`config.mk`:
```
export PLATFORM = sky130hd
export DESIGN_NAME = fuse_row_streamer
export DESIGN_NICKNAME = d
export VERILOG_FILES = /design/src/rtl/fuse_stream_pkg.sv /design/src/rtl/fuse_bit_sequencer.sv /design/src/rtl/fuse_bit_buffer.sv /design/src/rtl/fuse_row_streamer.sv
export SDC_FILE = /design/constraint.sdc
export NUM_CORES = 1
export LEC_CHECK = 0
export ABC_AREA = 1
export BUFFER_PORTS_ARGS = -buffer_cell sky130_fd_sc_hd__buf_2
export CELL_PAD_IN_SITES_DETAIL_PLACEMENT = 1
export CELL_PAD_IN_SITES_GLOBAL_PLACEMENT = 2
export CORE_UTILIZATION = 27
export CTS_BUF_LIST = sky130_fd_sc_hd__clkbuf_4 sky130_fd_sc_hd__clkbuf_8
export DETAILED_ROUTE_END_ITERATION = 7
export GPL_TIMING_DRIVEN = 0
export PLACE_DENSITY_LB_ADDON = 0.12
export RECOVER_POWER = 50
export SYNTH_ARGS = -nofsm -noshare
export SYNTH_HDL_FRONTEND = slang
export SYNTH_SLANG_ARGS = --single-unit
```
`constraint.sdc`:
```
create_clock -name clk -period 5.25 [get_ports clk]
set_input_delay 0.2625 -clock clk [delete_from_list [all_inputs] [get_ports clk]]
set_output_delay 0.2625 -clock clk [all_outputs]
set_load 0.02 [all_outputs]
```
`src/rtl/fuse_stream_pkg.sv`:
```
package fuse_stream_pkg;

  typedef enum logic [1:0] {
    S_IDLE = 2'd0,
    S_DATA = 2'd1,
    S_ADDR = 2'd2,
    S_CFG  = 2'd3
  } seq_state_e;

  // Configuration bits leave in swapped pairs: 1,0,3,2,...
  function automatic int cfg_source(input int base, input int k);
    return base + (k ^ 1);
  endfunction

  // k-th bit of a width-bit value, most significant bit first.
  function automatic logic msb_first_bit(input logic [31:0] val, input int width, input int k);
    return val[width-1-k];
  endfunction

endpackage

```
`src/rtl/fuse_bit_sequencer.sv`:
```
module fuse_bit_sequencer
  import fuse_stream_pkg::*;
#(
  parameter int ROWS     = 44,
  parameter int ROW_BITS = 132,
  parameter int CFG_BITS = 20,
  parameter int ADDR_W   = 6,
  parameter int SRC_AW   = 13,
  parameter int IDX_W    = 8
) (
  input  logic                clk,
  input  logic                rst_n,
  input  logic                req_valid,
  input  logic                req_cfg,
  input  logic [ADDR_W-1:0]   req_row,
  output logic                req_ready,
  output logic                err,
  input  logic [ROW_BITS-1:0] user_row,
  input  logic                credit_ok,
  output logic                iss_valid,
  output logic                iss_mem,
  output logic                iss_bit,
  output logic                iss_last,
  output logic [SRC_AW-1:0]   rd_addr
);

  localparam int CFG_BASE = ROWS * ROW_BITS;
  localparam int SRC_BITS = CFG_BASE + CFG_BITS;
  localparam logic [ADDR_W-1:0] USER_ROW_V = ADDR_W'(ROWS);
  localparam logic [IDX_W-1:0]  DATA_LAST  = IDX_W'(ROW_BITS - 1);
  localparam logic [IDX_W-1:0]  ADDR_LAST  = IDX_W'(ADDR_W - 1);
  localparam logic [IDX_W-1:0]  CFG_LAST   = IDX_W'(CFG_BITS - 1);
  localparam logic [SRC_AW-1:0] STRIDE     = SRC_AW'(ROWS);

  seq_state_e          state_q;
  logic [IDX_W-1:0]    idx_q;
  logic [SRC_AW-1:0]   src_q;
  logic [ADDR_W-1:0]   row_q;
  logic                user_sel_q;
  logic                err_q;

  // Named internal events
  logic seq_accept, seq_reject, seq_done;

  assign req_ready  = (state_q == S_IDLE);
  assign seq_accept = req_valid && req_ready;
  assign seq_reject = seq_accept && !req_cfg && (req_row > USER_ROW_V);
  assign iss_valid  = (state_q != S_IDLE) && credit_ok;
  assign seq_done   = iss_valid && iss_last;
  assign err        = err_q;

  always_comb begin
    iss_mem  = 1'b0;
    iss_bit  = 1'b0;
    iss_last = 1'b0;
    rd_addr  = src_q;
    unique case (state_q)
      S_DATA: begin
        iss_mem = !user_sel_q;
        iss_bit = user_row[idx_q];
      end
      S_ADDR: begin
        iss_bit  = msb_first_bit(32'(row_q), ADDR_W, int'(idx_q));
        iss_last = (idx_q == ADDR_LAST);
      end
      S_CFG: begin
        iss_mem  = 1'b1;
        iss_last = (idx_q == CFG_LAST);
        rd_addr  = SRC_AW'(cfg_source(CFG_BASE, int'(idx_q)));
      end
      default: ;
    endcase
  end

  always_ff @(posedge clk or negedge rst_n) begin
    if (!rst_n) begin
      state_q    <= S_IDLE;
      idx_q      <= '0;
      src_q      <= '0;
      row_q      <= '0;
      user_sel_q <= 1'b0;
      err_q      <= 1'b0;
    end else begin
      err_q <= seq_reject;
      unique case (state_q)
        S_IDLE: begin
          if (seq_accept) begin
            idx_q <= '0;
            if (req_cfg) begin
              state_q <= S_CFG;
            end else if (!seq_reject) begin
              state_q    <= S_DATA;
              src_q      <= SRC_AW'(req_row);
              row_q      <= req_row;
              user_sel_q <= (req_row == USER_ROW_V);
            end
          end
        end
        S_DATA: begin
          if (iss_valid) begin
            if (idx_q == DATA_LAST) begin
              state_q <= S_ADDR;
              idx_q   <= '0;
            end else begin
              idx_q <= idx_q + 1'b1;
              src_q <= src_q + STRIDE;
            end
          end
        end
        S_ADDR, S_CFG: begin
          if (iss_valid) begin
            if (iss_last) begin
              state_q <= S_IDLE;
              idx_q   <= '0;
            end else begin
              idx_q <= idx_q + 1'b1;
            end
          end
        end
        default: state_q <= S_IDLE;
      endcase
    end
  end

  // refusal pulse lasts one cycle and starts no stream
  a_r6_err_single: assert property (@(posedge clk) disable iff (!rst_n)
    err_q |=> !err_q) else $error("err held longer than one cycle");
  a_r6_reject_idle: assert property (@(posedge clk) disable iff (!rst_n)
    seq_reject |=> (state_q == S_IDLE)) else $error("refused request started a stream");
  // running address advances by the stride per issued array bit
  a_r2_stride: assert property (@(posedge clk) disable iff (!rst_n)
    (iss_valid && state_q == S_DATA && !user_sel_q && idx_q != DATA_LAST)
      |=> (src_q == $past(src_q) + STRIDE)) else $error("stride step wrong");
  // reads stay inside the stored bitmap
  a_r10_addr_range: assert property (@(posedge clk) disable iff (!rst_n)
    (iss_valid && iss_mem) |-> (int'(rd_addr) < SRC_BITS)) else $error("read past end");
  // the final bit of a stream returns the sequencer to idle
  a_r3_last_idle: assert property (@(posedge clk) disable iff (!rst_n)
    seq_done |=> req_ready) else $error("not idle after last bit");

endmodule

```
`src/rtl/fuse_bit_buffer.sv`:
```
module fuse_bit_buffer (
  input  logic clk,
  input  logic rst_n,
  input  logic iss_valid,
  input  logic iss_mem,
  input  logic iss_bit,
  input  logic iss_last,
  input  logic rd_data,
  output logic credit_ok,
  output logic out_valid,
  input  logic out_ready,
  output logic out_bit,
  output logic out_last
);

  // One read in flight plus two buffered entries keeps one bit per cycle.
  localparam int DEPTH = 2;

  logic       inf_v_q, inf_mem_q, inf_bit_q, inf_last_q;
  logic [1:0] bit_q, last_q;
  logic [1:0] cnt_q;

  // Named internal events
  logic push, pop, push_bit;
  logic [1:0] occupancy;

  assign push      = inf_v_q;
  assign push_bit  = inf_mem_q ? rd_data : inf_bit_q;
  assign pop       = out_valid && out_ready;
  assign out_valid = (cnt_q != 2'd0);
  assign out_bit   = bit_q[0];
  assign out_last  = last_q[0];
  assign occupancy = cnt_q + {1'b0, inf_v_q};
  assign credit_ok = (int'(occupancy) < DEPTH) || ((int'(occupancy) == DEPTH) && pop);

  always_ff @(posedge clk or negedge rst_n) begin
    if (!rst_n) begin
      inf_v_q    <= 1'b0;
      inf_mem_q  <= 1'b0;
      inf_bit_q  <= 1'b0;
      inf_last_q <= 1'b0;
      bit_q      <= '0;
      last_q     <= '0;
      cnt_q      <= '0;
    end else begin
      inf_v_q    <= iss_valid;
      inf_mem_q  <= iss_mem;
      inf_bit_q  <= iss_bit;
      inf_last_q <= iss_last;
      unique case ({push, pop})
        2'b10: begin
          if (cnt_q == 2'd0) begin
            bit_q[0] <= push_bit; last_q[0] <= inf_last_q;
          end else begin
            bit_q[1] <= push_bit; last_q[1] <= inf_last_q;
          end
          cnt_q <= cnt_q + 2'd1;
        end
        2'b01: begin
          bit_q[0] <= bit_q[1]; last_q[0] <= last_q[1];
          cnt_q    <= cnt_q - 2'd1;
        end
        2'b11: begin
          if (cnt_q == 2'd1) begin
            bit_q[0] <= push_bit; last_q[0] <= inf_last_q;
          end else begin
            bit_q[0] <= bit_q[1]; last_q[0] <= last_q[1];
            bit_q[1] <= push_bit; last_q[1] <= inf_last_q;
          end
        end
        default: ;
      endcase
    end
  end

  // a stalled output is held
  a_r8_hold_stable: assert property (@(posedge clk) disable iff (!rst_n)
    (out_valid && !out_ready) |=> (out_valid && $stable(out_bit) && $stable(out_last)))
    else $error("stalled output changed");
  // the credit scheme never overfills the buffer
  a_r7_no_overflow: assert property (@(posedge clk) disable iff (!rst_n)
    (push && !pop) |-> (int'(cnt_q) < DEPTH)) else $error("buffer overflow");
  a_r7_count_range: assert property (@(posedge clk) disable iff (!rst_n)
    int'(cnt_q) <= DEPTH) else $error("buffer count out of range");

endmodule

```
`src/rtl/fuse_row_streamer.sv`:
```
module fuse_row_streamer
  import fuse_stream_pkg::*;
#(
  parameter int ROWS     = 44,
  parameter int ROW_BITS = 132,
  parameter int CFG_BITS = 20,
  parameter int ADDR_W   = 6,
  localparam int SRC_BITS = ROWS * ROW_BITS + CFG_BITS,
  localparam int SRC_AW   = $clog2(SRC_BITS)
) (
  input  logic                clk,
  input  logic                rst_n,
  input  logic                req_valid,
  output logic                req_ready,
  input  logic                req_cfg,
  input  logic [ADDR_W-1:0]   req_row,
  input  logic [ROW_BITS-1:0] user_row,
  output logic                rd_en,
  output logic [SRC_AW-1:0]   rd_addr,
  input  logic                rd_data,
  output logic                out_valid,
  input  logic                out_ready,
  output logic                out_bit,
  output logic                out_last,
  output logic                err
);

  localparam int IDX_MAX = (ROW_BITS > CFG_BITS) ? ROW_BITS : CFG_BITS;
  localparam int IDX_W   = $clog2(IDX_MAX + 1);

  logic credit_ok, iss_valid, iss_mem, iss_bit, iss_last;

  fuse_bit_sequencer #(
    .ROWS(ROWS), .ROW_BITS(ROW_BITS), .CFG_BITS(CFG_BITS),
    .ADDR_W(ADDR_W), .SRC_AW(SRC_AW), .IDX_W(IDX_W)
  ) u_seq (
    .clk(clk), .rst_n(rst_n),
    .req_valid(req_valid), .req_cfg(req_cfg), .req_row(req_row),
    .req_ready(req_ready), .err(err), .user_row(user_row),
    .credit_ok(credit_ok), .iss_valid(iss_valid), .iss_mem(iss_mem),
    .iss_bit(iss_bit), .iss_last(iss_last), .rd_addr(rd_addr)
  );

  assign rd_en = iss_valid && iss_mem;

  fuse_bit_buffer u_buf (
    .clk(clk), .rst_n(rst_n),
    .iss_valid(iss_valid), .iss_mem(iss_mem), .iss_bit(iss_bit), .iss_last(iss_last),
    .rd_data(rd_data), .credit_ok(credit_ok),
    .out_valid(out_valid), .out_ready(out_ready), .out_bit(out_bit), .out_last(out_last)
  );

  // busy generator never advertises readiness
  a_r9_busy_not_ready: assert property (@(posedge clk) disable iff (!rst_n)
    (req_valid && req_ready && (req_cfg || req_row <= ADDR_W'(ROWS))) |=> !req_ready)
    else $error("ready right after a stream request");

endmodule

```
==> reports/metrics.yaml <==
drt_pre_antenna_iters: 6
violations: "DRC, capacitance limit, slew limit"
postCtsSetupBuffers: 0
die_h_um: 126
synth_area_um2: 4130
start_util: 0.280
die_width_um: 126
avgSynthCellArea_um2: 6.24
yosysWarnings: 0
period_share: 0.494
slowest_stage: "dfrtp_1"
hold_buffers: 0
fin_crit_ns: 2.60
path_max_fanout: 10
endpoint_kind: "flip-flop"
timing.hold.ws_ns: 0.251
ys_ff_latch: 41
maxCapViolations: 1
cts_tree: "yes"
crit_chain: "inv_2, clkbuf_1, ha_1, nand4_1, o21ai_1, nand3_1, a21oi_1, nor2_1, nor2_4, nor3_1"
dp_hpwl_um: 12900
htreeDepth: 2
vias: 4825
r2r_setup_slack_ns: 2.65
finalSetupTns_ns: 0
power_density_nw_per_um2: 523
gp_congestion: 0.829
grt_max_degree: 42
portBuffers: 162
io_pins: 163
grt_pass1_vias: 5107
synthTopCellsByArea: "dfrtp_1 25%, nand2_1 17%, nand3_1 7.4%"
synth_top_area_cell: "dfrtp_1"
nFillCells: 2029
cts_resized: 0
clock_latency_ns: 0.30
finalClockSkew_ns: 0.00922
clk_path_buf_depth: 2
cp_num_buf_inv: 2
drt_iter0_markers: 159
routed_wl_um: 15900
syn-num-nets: 826
overflow: 0
cts_buffers: 5
worstHoldStart: "req_row[3]"
holdPathEnd: "u_seq.row_q[3]"
fmax_mhz: 385
required_ns: 5.44
track_usage: 0.208
path_delay_family: "simple AND/OR/NAND/NOR gates"
slew_viol_final: 42
layout-drive-gt1-share: 0.276
grt_pass1_wl_um: 26200
critPathKind: "reg2reg"
cts_root_buffer: "clkbuf_8"
reg2reg_to: "u_seq.idx_q[2]"
wl_per_cell_um: 15.7
cts_sinks: 41
viasPerCell: 4.75
synthCells: 662
r2r_cells: 10
die-area_um2: 15800
drc: 9
area_growth_pct: 26.6
synth_cell_type_count: 50
cp.arrival_ns: 2.78
clk_pin_slew_worst_paths_ns: 0.09
setup_violations: 0
cp_slowest_stage_delay_ns: 0.52
synth_top_cell_area_share: 0.248
rsz0062_at_grt: "no"
ant_nets: 0
final_hold_viol_count: 0
nNetsFinal: 995
diodes: 0
cp-start-kind: "flip-flop"
slew_headroom: -0.576
status: "complete, but fails checks"
worstMarginPinSlew_ns: 2.36
antenna_found_initial: 0
rows: 44
holdPathStages: 2
yosysSeqAreaShare: 0.248
timing.rr.start: "u_seq.idx_q[1]"
core_area_um2: 14800
leakage_nw: 2.87
peakVddDrop_v: 0.000202
min_path_type: "in2reg"
[through the flow]
| step | setup slack, ns | power [mW] | std cells | instance area (um2) | utilization |
|---|---|---|---|---|---|
| global placement | 2.72 | 2.52 | 1008 | 5170 | 0.350 |
| CTS | 2.66 | 2.80 | 1016 | 5260 | 0.356 |
| finish | 2.65 | 2.73 | 1016 | 5230 | 0.354 |
| global route | 2.49 | 3.03 | 1016 | 5230 | 0.354 |
| floorplan | 3.17 | 1.95 | 662 | 4130 | - |
| detailed placement | 2.67 | 2.57 | 1008 | 5170 | 0.350 |
[routing by layer]
metal / global-route usage / share of wire / up-vias
met2: 0.366 / 0.48 / 104
met3: 0.0251 / 0.034 / 13
met5: 0 / 0 / -
met1: 0.279 / 0.48 / 2261
met4: 0.0273 / 0.0081 / 0
li1: - / - / 2447
[state kept, by name, indices dropped and copies added, names as in the netlist]
signal,count
u_buf.bit_q,2
u_buf.cnt_q,2
u_buf.inf_bit_q,1
u_buf.inf_last_q,1
u_buf.inf_mem_q,1
u_buf.inf_v_q,1
u_buf.last_q,2
u_seq.err,1
u_seq.idx_q,8
u_seq.row_q,6
u_seq.src_q,13
u_seq.state_q,2
u_seq.user_sel_q,1
[power by group]
group          internal, mW  switching, mW  total [mW]
combinational         0.689           1.31        1.99
sequential            0.433         0.0924       0.525
clock                0.0919          0.120       0.212
total                  1.21           1.52        2.73
[placed cells by master, fill, tap and decap left out, types with 2 or more instances in the layout]
master,instances
nand2_2,2
o21ai_0,57
dfrtp_1,41
nor2_1,76
and3_1,2
buf_6,2
buf_4,5
inv_1,78
nor3_2,6
nor3_1,10
o22ai_1,2
clkinv_2,2
xnor2_1,2
nand2_1,190
inv_2,4
or2_2,5
clkbuf_1,13
nand3_1,62
a21oi_1,27
nand3_2,2
ha_1,20
buf_2,173
nand4_1,3
nor2_2,3
a31oi_1,3
clkbuf_8,5
o21ai_1,7
xor2_1,2
mux2_2,5
[synthesized netlist by cell type, drive strengths merged]
library cell	count
or2	6
o31ai	1
nand3	65
a211o	1
a211oi	2
a32oi	1
mux2	5
o211ai	1
xnor2	2
clkinv	1
buf	24
inv	84
o2111ai	1
ha	20
nand2	193
clkbuf	8
and2	1
nand4	3
nor4	2
o21ai	65
o22ai	2
dfrtp	41
xor2	2
a21oi	28
and3	2
a31oi	3
nor3	17
nor2	81
[how the worst max path moves through the flow]
stage / from / end / slack (ns) / cells after the start
finish: u_seq.idx_q[1] / u_seq.idx_q[2] / 2.65 / 10
global route: u_seq.idx_q[1] / u_seq.idx_q[2] / 2.49 / 10
global placement: u_seq.idx_q[1] / u_seq.idx_q[2] / 2.72 / 10
detailed placement: u_seq.idx_q[1] / u_seq.idx_q[2] / 2.67 / 10
CTS: u_seq.idx_q[1] / u_seq.idx_q[2] / 2.66 / 10
floorplan: u_seq.state_q[0] / u_seq.src_q[9] / 3.17 / 12
[final cells by class]
cell class / instances / area (um2) / area share
Inverter: 85 / 327 / 0.0625
Timing Repair Buffer: 162 / 805 / 0.154
Clock buffer: 5 / 68.8 / 0.0132
Multi-Input combinational cell: 504 / 2570 / 0.491
Buffer: 32 / 185 / 0.0354
Tap cell: 184 / 230 / 0.0441
Clock inverter: 3 / 17.5 / 0.00335
Sequential cell: 41 / 1030 / 0.196
[cells by family (layout without fill, tap and decap cells)]
kind of cell | count (synthesis) | after routing | share of synthesized area
AND/OR/NAND/NOR | 370 | 370 | 0.405
buffers and inverters | 117 | 287 | 0.124
AO/OA/AOI/OAI | 105 | 105 | 0.140
flip-flops | 41 | 41 | 0.248
adder cells (fa/ha/maj) | 20 | 20 | 0.0606
multiplexers | 5 | 5 | 0.0136
XOR/XNOR | 4 | 4 | 0.00849
Note: power is estimated with default switching activity, not from simulation.
